### src/rtl/cec_pkg.sv
package cec_pkg;
    localparam int B_EN  = 0;
    localparam int B_CAS = 1;
    localparam int B_IE  = 2;
    localparam int B_OVF = 3;
    localparam int B_XC  = 11;

    typedef struct packed {
        logic xc;
        logic ovf;
        logic ie;
        logic cas;
        logic en;
    } cfg_t;

    // Alternate cascade source selected by bit 11; -1 when reserved
    function automatic int xc_source(input int idx);
        case (idx)
            0:       return 4;
            3:       return 5;
            4:       return 5;
            5:       return 4;
            default: return -1;
        endcase
    endfunction
endpackage

### src/rtl/cec_slice.sv
module cec_slice #(
    parameter int CW    = 40,
    parameter int DW    = 40,
    parameter bit XC_OK = 1'b0
) (
    input  logic               clk,
    input  logic               rst_n,
    input  logic               evt_i,
    input  logic               cnt_we_i,
    input  logic               cfg_we_i,
    input  logic [DW-1:0]      wdata_i,
    input  logic               start_i,
    output logic [CW-1:0]      cnt_o,
    output cec_pkg::cfg_t      cfg_o,
    output logic               ovf_o
);
    import cec_pkg::*;

    typedef struct packed {
        logic [CW-1:0] cnt;
        cfg_t          cfg;
    } st_t;

    st_t st_d, st_q;
    logic          inc;
    logic          carry;
    logic [CW-1:0] sum;

    always_comb begin
        st_d  = st_q;
        inc   = st_q.cfg.en & evt_i;
        {carry, sum} = {1'b0, st_q.cnt} + (CW+1)'(1);
        ovf_o = inc & carry & ~cnt_we_i;

        if (cnt_we_i)
            st_d.cnt = wdata_i[CW-1:0];
        else if (inc)
            st_d.cnt = sum;

        if (cfg_we_i) begin
            st_d.cfg.en  = wdata_i[B_EN];
            st_d.cfg.cas = wdata_i[B_CAS];
            st_d.cfg.ie  = wdata_i[B_IE];
            st_d.cfg.xc  = XC_OK ? wdata_i[B_XC] : 1'b0;
            if (wdata_i[B_OVF])
                st_d.cfg.ovf = 1'b0;
        end else if (start_i && st_q.cfg.cas && !st_q.cfg.en) begin
            st_d.cfg.en = 1'b1;
        end

        if (ovf_o)
            st_d.cfg.ovf = 1'b1;
    end

    always_ff @(posedge clk) begin
        if (!rst_n)
            st_q <= '0;
        else
            st_q <= st_d;
    end

    assign cnt_o = st_q.cnt;
    assign cfg_o = st_q.cfg;

    p_idle_hold_r2: assert property (@(posedge clk) disable iff (!rst_n)
        (!st_q.cfg.en && !cnt_we_i) |=> $stable(st_q.cnt));

    p_wrap_zero_r4: assert property (@(posedge clk) disable iff (!rst_n)
        ovf_o |=> (st_q.cnt == '0));

    p_autostart_r5: assert property (@(posedge clk) disable iff (!rst_n)
        (start_i && st_q.cfg.cas && !st_q.cfg.en && !cfg_we_i) |=> st_q.cfg.en);

    p_sticky_r8: assert property (@(posedge clk) disable iff (!rst_n)
        (st_q.cfg.ovf && !(cfg_we_i && wdata_i[B_OVF])) |=> st_q.cfg.ovf);
endmodule

### src/rtl/cec_route.sv
module cec_route #(
    parameter int NCNT = 6
) (
    input  logic [NCNT-1:0] ovf_i,
    input  logic [NCNT-1:0] xc_i,
    output logic [NCNT-1:0] start_o
);
    for (genvar i = 0; i < NCNT; i++) begin : g_src
        localparam int BASE = (i + NCNT - 1) % NCNT;
        localparam int XSRC = cec_pkg::xc_source(i);
        if (XSRC >= 0 && XSRC < NCNT) begin : g_alt
            assign start_o[i] = xc_i[i] ? ovf_i[XSRC] : ovf_i[BASE];
        end else begin : g_base
            assign start_o[i] = ovf_i[BASE];
        end
    end
endmodule

### src/rtl/cec_bank.sv
module cec_bank #(
    parameter int NCNT = 6,
    parameter int CW   = 40,
    parameter int DW   = 40,
    parameter int AW   = $clog2(2 * NCNT)
) (
    input  logic            clk,
    input  logic            rst_n,
    input  logic [NCNT-1:0] evt_i,
    input  logic            wr_en_i,
    input  logic [AW-1:0]   addr_i,
    input  logic [DW-1:0]   wdata_i,
    output logic [DW-1:0]   rdata_o,
    output logic            irq_o
);
    import cec_pkg::*;

    localparam int NREG = 2 * NCNT;

    logic [CW-1:0]   cnt_w [NCNT];
    cfg_t            cfg_w [NCNT];
    logic [NCNT-1:0] ovf_w;
    logic [NCNT-1:0] xc_w;
    logic [NCNT-1:0] start_w;

    for (genvar i = 0; i < NCNT; i++) begin : g_cnt
        localparam int  XS = xc_source(i);
        localparam bit  OK = (XS >= 0) && (XS < NCNT);
        logic cnt_we, cfg_we;
        assign cnt_we = wr_en_i && (int'(addr_i) == 2 * i);
        assign cfg_we = wr_en_i && (int'(addr_i) == 2 * i + 1);
        cec_slice #(.CW(CW), .DW(DW), .XC_OK(OK)) slice_i (
            .clk      (clk),
            .rst_n    (rst_n),
            .evt_i    (evt_i[i]),
            .cnt_we_i (cnt_we),
            .cfg_we_i (cfg_we),
            .wdata_i  (wdata_i),
            .start_i  (start_w[i]),
            .cnt_o    (cnt_w[i]),
            .cfg_o    (cfg_w[i]),
            .ovf_o    (ovf_w[i])
        );
        assign xc_w[i] = cfg_w[i].xc;
    end

    cec_route #(.NCNT(NCNT)) route_i (
        .ovf_i   (ovf_w),
        .xc_i    (xc_w),
        .start_o (start_w)
    );

    always_comb begin
        rdata_o = '0;
        irq_o   = 1'b0;
        for (int i = 0; i < NCNT; i++) begin
            if (int'(addr_i) == 2 * i)
                rdata_o = DW'(cnt_w[i]);
            if (int'(addr_i) == 2 * i + 1) begin
                rdata_o[B_EN]  = cfg_w[i].en;
                rdata_o[B_CAS] = cfg_w[i].cas;
                rdata_o[B_IE]  = cfg_w[i].ie;
                rdata_o[B_OVF] = cfg_w[i].ovf;
                rdata_o[B_XC]  = cfg_w[i].xc;
            end
            irq_o = irq_o | (cfg_w[i].ovf & cfg_w[i].ie);
        end
        if (int'(addr_i) >= NREG)
            rdata_o = '0;
    end

    p_unmapped_zero_r11: assert property (@(posedge clk) disable iff (!rst_n)
        (int'(addr_i) >= NREG) |-> (rdata_o == '0));
endmodule

### config.mk
export PLATFORM = sky130hd
export DESIGN_NAME = cec_bank
export DESIGN_NICKNAME = d
export VERILOG_FILES = /design/src/rtl/cec_pkg.sv /design/src/rtl/cec_slice.sv /design/src/rtl/cec_route.sv /design/src/rtl/cec_bank.sv
export SDC_FILE = /design/constraint.sdc
export NUM_CORES = 1
export LEC_CHECK = 0
export ABC_AREA = 1
export BUFFER_PORTS_ARGS = -buffer_cell sky130_fd_sc_hd__buf_2
export CAP_MARGIN = 5
export CORE_MARGIN = 2
export CORE_UTILIZATION = 45
export CTS_CLUSTER_DIAMETER = 150
export CTS_CLUSTER_SIZE = 28
export DETAILED_ROUTE_END_ITERATION = 16
export MAX_ROUTING_LAYER = met4
export SYNTH_ARGS = -nofsm -noshare
export SYNTH_HDL_FRONTEND = slang
export SYNTH_HIERARCHICAL = 1
export SYNTH_SLANG_ARGS = --single-unit
### constraint.sdc
create_clock -name clk -period 3 [get_ports clk]
set_input_delay 0.3 -clock clk [delete_from_list [all_inputs] [get_ports clk]]
set_output_delay 0.3 -clock clk [all_outputs]
set_load 0.05 [all_outputs]
==> results.toml <==
[final_layout]
nNetsFinal = 3714
final_area_sq_mm = 0.0232
n_fill_cell = 5139
area_growth_pct = 7.09
drive_gt1_frac = 0.135

[yosys]
synth_ff_type = "dfxtp_1"
yosys-top-cells-area = "dfxtp_1 25%, nand2_1 18%, nand3_1 7.6%, inv_1 7.5%, nor2_1 6.0%"
syn_area_sq_mm = 0.0216
synth-edff-count = 0
synth.avg_cell_area_sq_um = 5.98
ys_seq_area_frac = 0.248
ys_async_sr_fraction = 0
synthCells = 3617
synth.distinct_cells = 46
synth_nets = 3676
post-synth-top-area-fraction = 0.248
synth-seq-cells = 268
synth_warnings = 6
synth_top_cell_by_area = "dfxtp_1"
yosysMostFrequentCell = "nand2_1"
synth_common_cells = "1029 x nand2_1, 430 x inv_1, 347 x nor2_1"

[sta]
slew_headroom = 0.312
finalClockSkew_ps = 40.7
hold_viol = 0
post-route-min-period_ps = 2790
rsz0062_at_grt = "false"
setup_viol = 0
fmax_mhz = 358
final_max_slew_viol_count = 0
worstMarginPinSlew_ps = 1030
finalCritPeriodShare = 0.931
setup-tns-final_ps = 0

[detailed_routing]
wl_per_cell_um = 23.9
vias_per_cell = 5.92
drc = 0
vias = 25300
detail_route.first_pass.iterations = 7
wl_um = 102000
drt.antenna.violating_nets = 0
drt-initial-drc-count = 3119

[placed_design]
io_buffers = 93
hpwl_um = 76400
routabilityCongestion = 1.10
dpl_cell_area_sq_mm = 0.0228

[worst_setup_path]
cp.buffers_inverters = 2
worstPathCellList = "nand3_1, nand2_1, a221oi_1, nand2_1, o21ai_0, inv_1, buf_2"
crit_path_frequent_cell = "nand2_1"
crit_path_start_kind = "register"
timing.rr.start = "g_cnt[5].slice_i/cnt_o[0]$_SDFFE_PN0P_"
critPathMaxStageDelay_ps = 810
endpoint_kind = "output port"
r2r-end = "g_cnt[0].slice_i/cfg_o[0]$_SDFFE_PN0P_"
r2r_setup_slack_ps = 570
arrival_ps = 2490
worstRegToRegCells = 12
path_class = "register to output port"
cp_slowest_cell = "a221oi_1"
cp.required_ps = 2700
critPathLaunch = "g_cnt[0].slice_i/cnt_o[6]$_SDFFE_PN0P_"
crit_path_end = "rdata_o[6]"
critPathTopFamily = "compound AO/OA/AOI/OAI gates"
path_max_fanout = 5
crit_cells = 7

[worst_hold_path]
hold_depth = 3
hold_start = "wdata_i[7]"
hold_path_class = "primary input to register"

[cts]
cts_tree = "built"
numCtsBuffers = 13
ctsRootBufferMaster = "clkbuf_16"
clk_latency_ps = 560
cts_resized = 0
cts_setup_buffers = 0
cts_sinks = 268
cts_max_level = 1
clkTransAtPathRegs_ps = 120
ctsHoldBuffers = 0
clock_tree.buffer_depth = 3

[floorplan]
die_area_sq_mm = 0.0498
die_w_um = 223
die_y_um = 223
design.core.area_sq_mm = 0.0475
fp-row-count = 80
ios = 94
initial_core_util = 0.455

[power_and_ir_drop]
fin_total_pwr_mw = 6.80
power_density_mw_per_mm2 = 293
leakagePower_nw = 8.84
vdd_ir_drop_max_uv = 294

[global_route]
antenna_found_initial = 6
grt_pass1_vias = 22276
grt_pass1_wl_um = 147000
grt_max_degree = 67
gr-total-overflow = 0
gr-usage-all-layers = 0.411

[job]
maxCapViolCount = 0

[status]
outcome = "finished clean"
## registers in the layout, summed over array words and instances, names as in the netlist
name	cells
g_cnt.slice_i/cnt_o	240
g_cnt.slice_i/cfg_o	28
## worst min-delay path by stage
stage | to | slack (ps)
final | g_cnt[1].slice_i/cnt_o[7]$_SDFFE_PN0P_ | 200
after floorplan | g_cnt[1].slice_i/cnt_o[13]$_SDFFE_PN0P_ | 430
after detailed placement | g_cnt[4].slice_i/cfg_o[0]$_SDFFE_PN0P_ | 460
after global routing | g_cnt[1].slice_i/cnt_o[7]$_SDFFE_PN0P_ | 210
after CTS | g_cnt[1].slice_i/cnt_o[5]$_SDFFE_PN0P_ | 200
after global placement | g_cnt[1].slice_i/cfg_o[0]$_SDFFE_PN0P_ | 460
## worst reg2reg max path: stages, from the launching register on
cell	delay, ps
dfxtp_1	510
ha_1	270
nand2_2	90
nor2_4	220
nand3_4	130
inv_1	70
nand4_1	130
nor4_1	410
buf_4	230
nand2_1	60
nand2_1	60
nand2_1	60
a21oi_1	130
## placed cells by master (no fill, tap or decap), types with 5 or more instances in the layout
master     count
buf_12         6
nand3_1      328
o211ai_1       6
xor2_1        44
xnor2_1       30
dfxtp_1      268
buf_2         91
ha_1           6
nand4_1       49
a31oi_1       76
or2_0          6
a22oi_1        8
a22o_1         8
nand3b_1       6
nand2_1     1029
nand2_2       83
nor2_4        62
a21oi_1      205
clkbuf_16     13
nor3_2        13
nor2_1       336
nor2_8         5
a21oi_2       18
nand2_4       10
and2_1        10
nor4_1         6
o21ai_0      202
or2_2          9
o21ai_1       36
or2_1          9
a221oi_1      31
buf_4         54
nand3_2       20
inv_1        430
nor2_2        71
inv_2         23
nor3_1        22
## logic make-up after synthesis
logic type                 synth area share
buffers and inverters                 0.109
and+or+nand+nor                       0.457
other                              0.000347
DFF                                   0.248
AOI/OAI and AO/OA                     0.153
adders and majority gates           0.00347
xor gates and xnor gates             0.0300
## routing by layer
layer	GRT usage	up-vias	wire, um
li1	-	11724	-
met2	0.571	1535	41600
met1	0.549	11761	42500
met4	0.236	0	6770
met3	0.0849	280	11400
met5	-	-	0
## stage by stage
stage,std cells,utilization,setup slack (ps),hold WS [ps]
2_1_floorplan,3617,-,715,433
4_1_cts,4270,0.487,385,199
3_5_place_dp,4255,0.480,454,463
3_3_place_gp,4255,0.480,465,457
6_report,4274,0.487,208,203
5_1_grt,4272,0.487,171,206
## layout make-up
class	instances	area, sq um	area share
timing repair buffer	151	981	0.0423
tap	615	769	0.0332
sequential	268	5370	0.232
antenna	4	10.0	0.000432
inverter	455	1710	0.0737
multi-input combinational	2766	14000	0.604
clock inverter	1	16.3	0.000702
clock buffer	14	329	0.0142
## power by group
group	internal, mW	switching [mW]
Clock	0.811	1.40
Sequential	3.61	0.117
Combinational	0.188	0.672
Total	4.61	2.18
No activity file was read; power rests on OpenSTA's default activity.
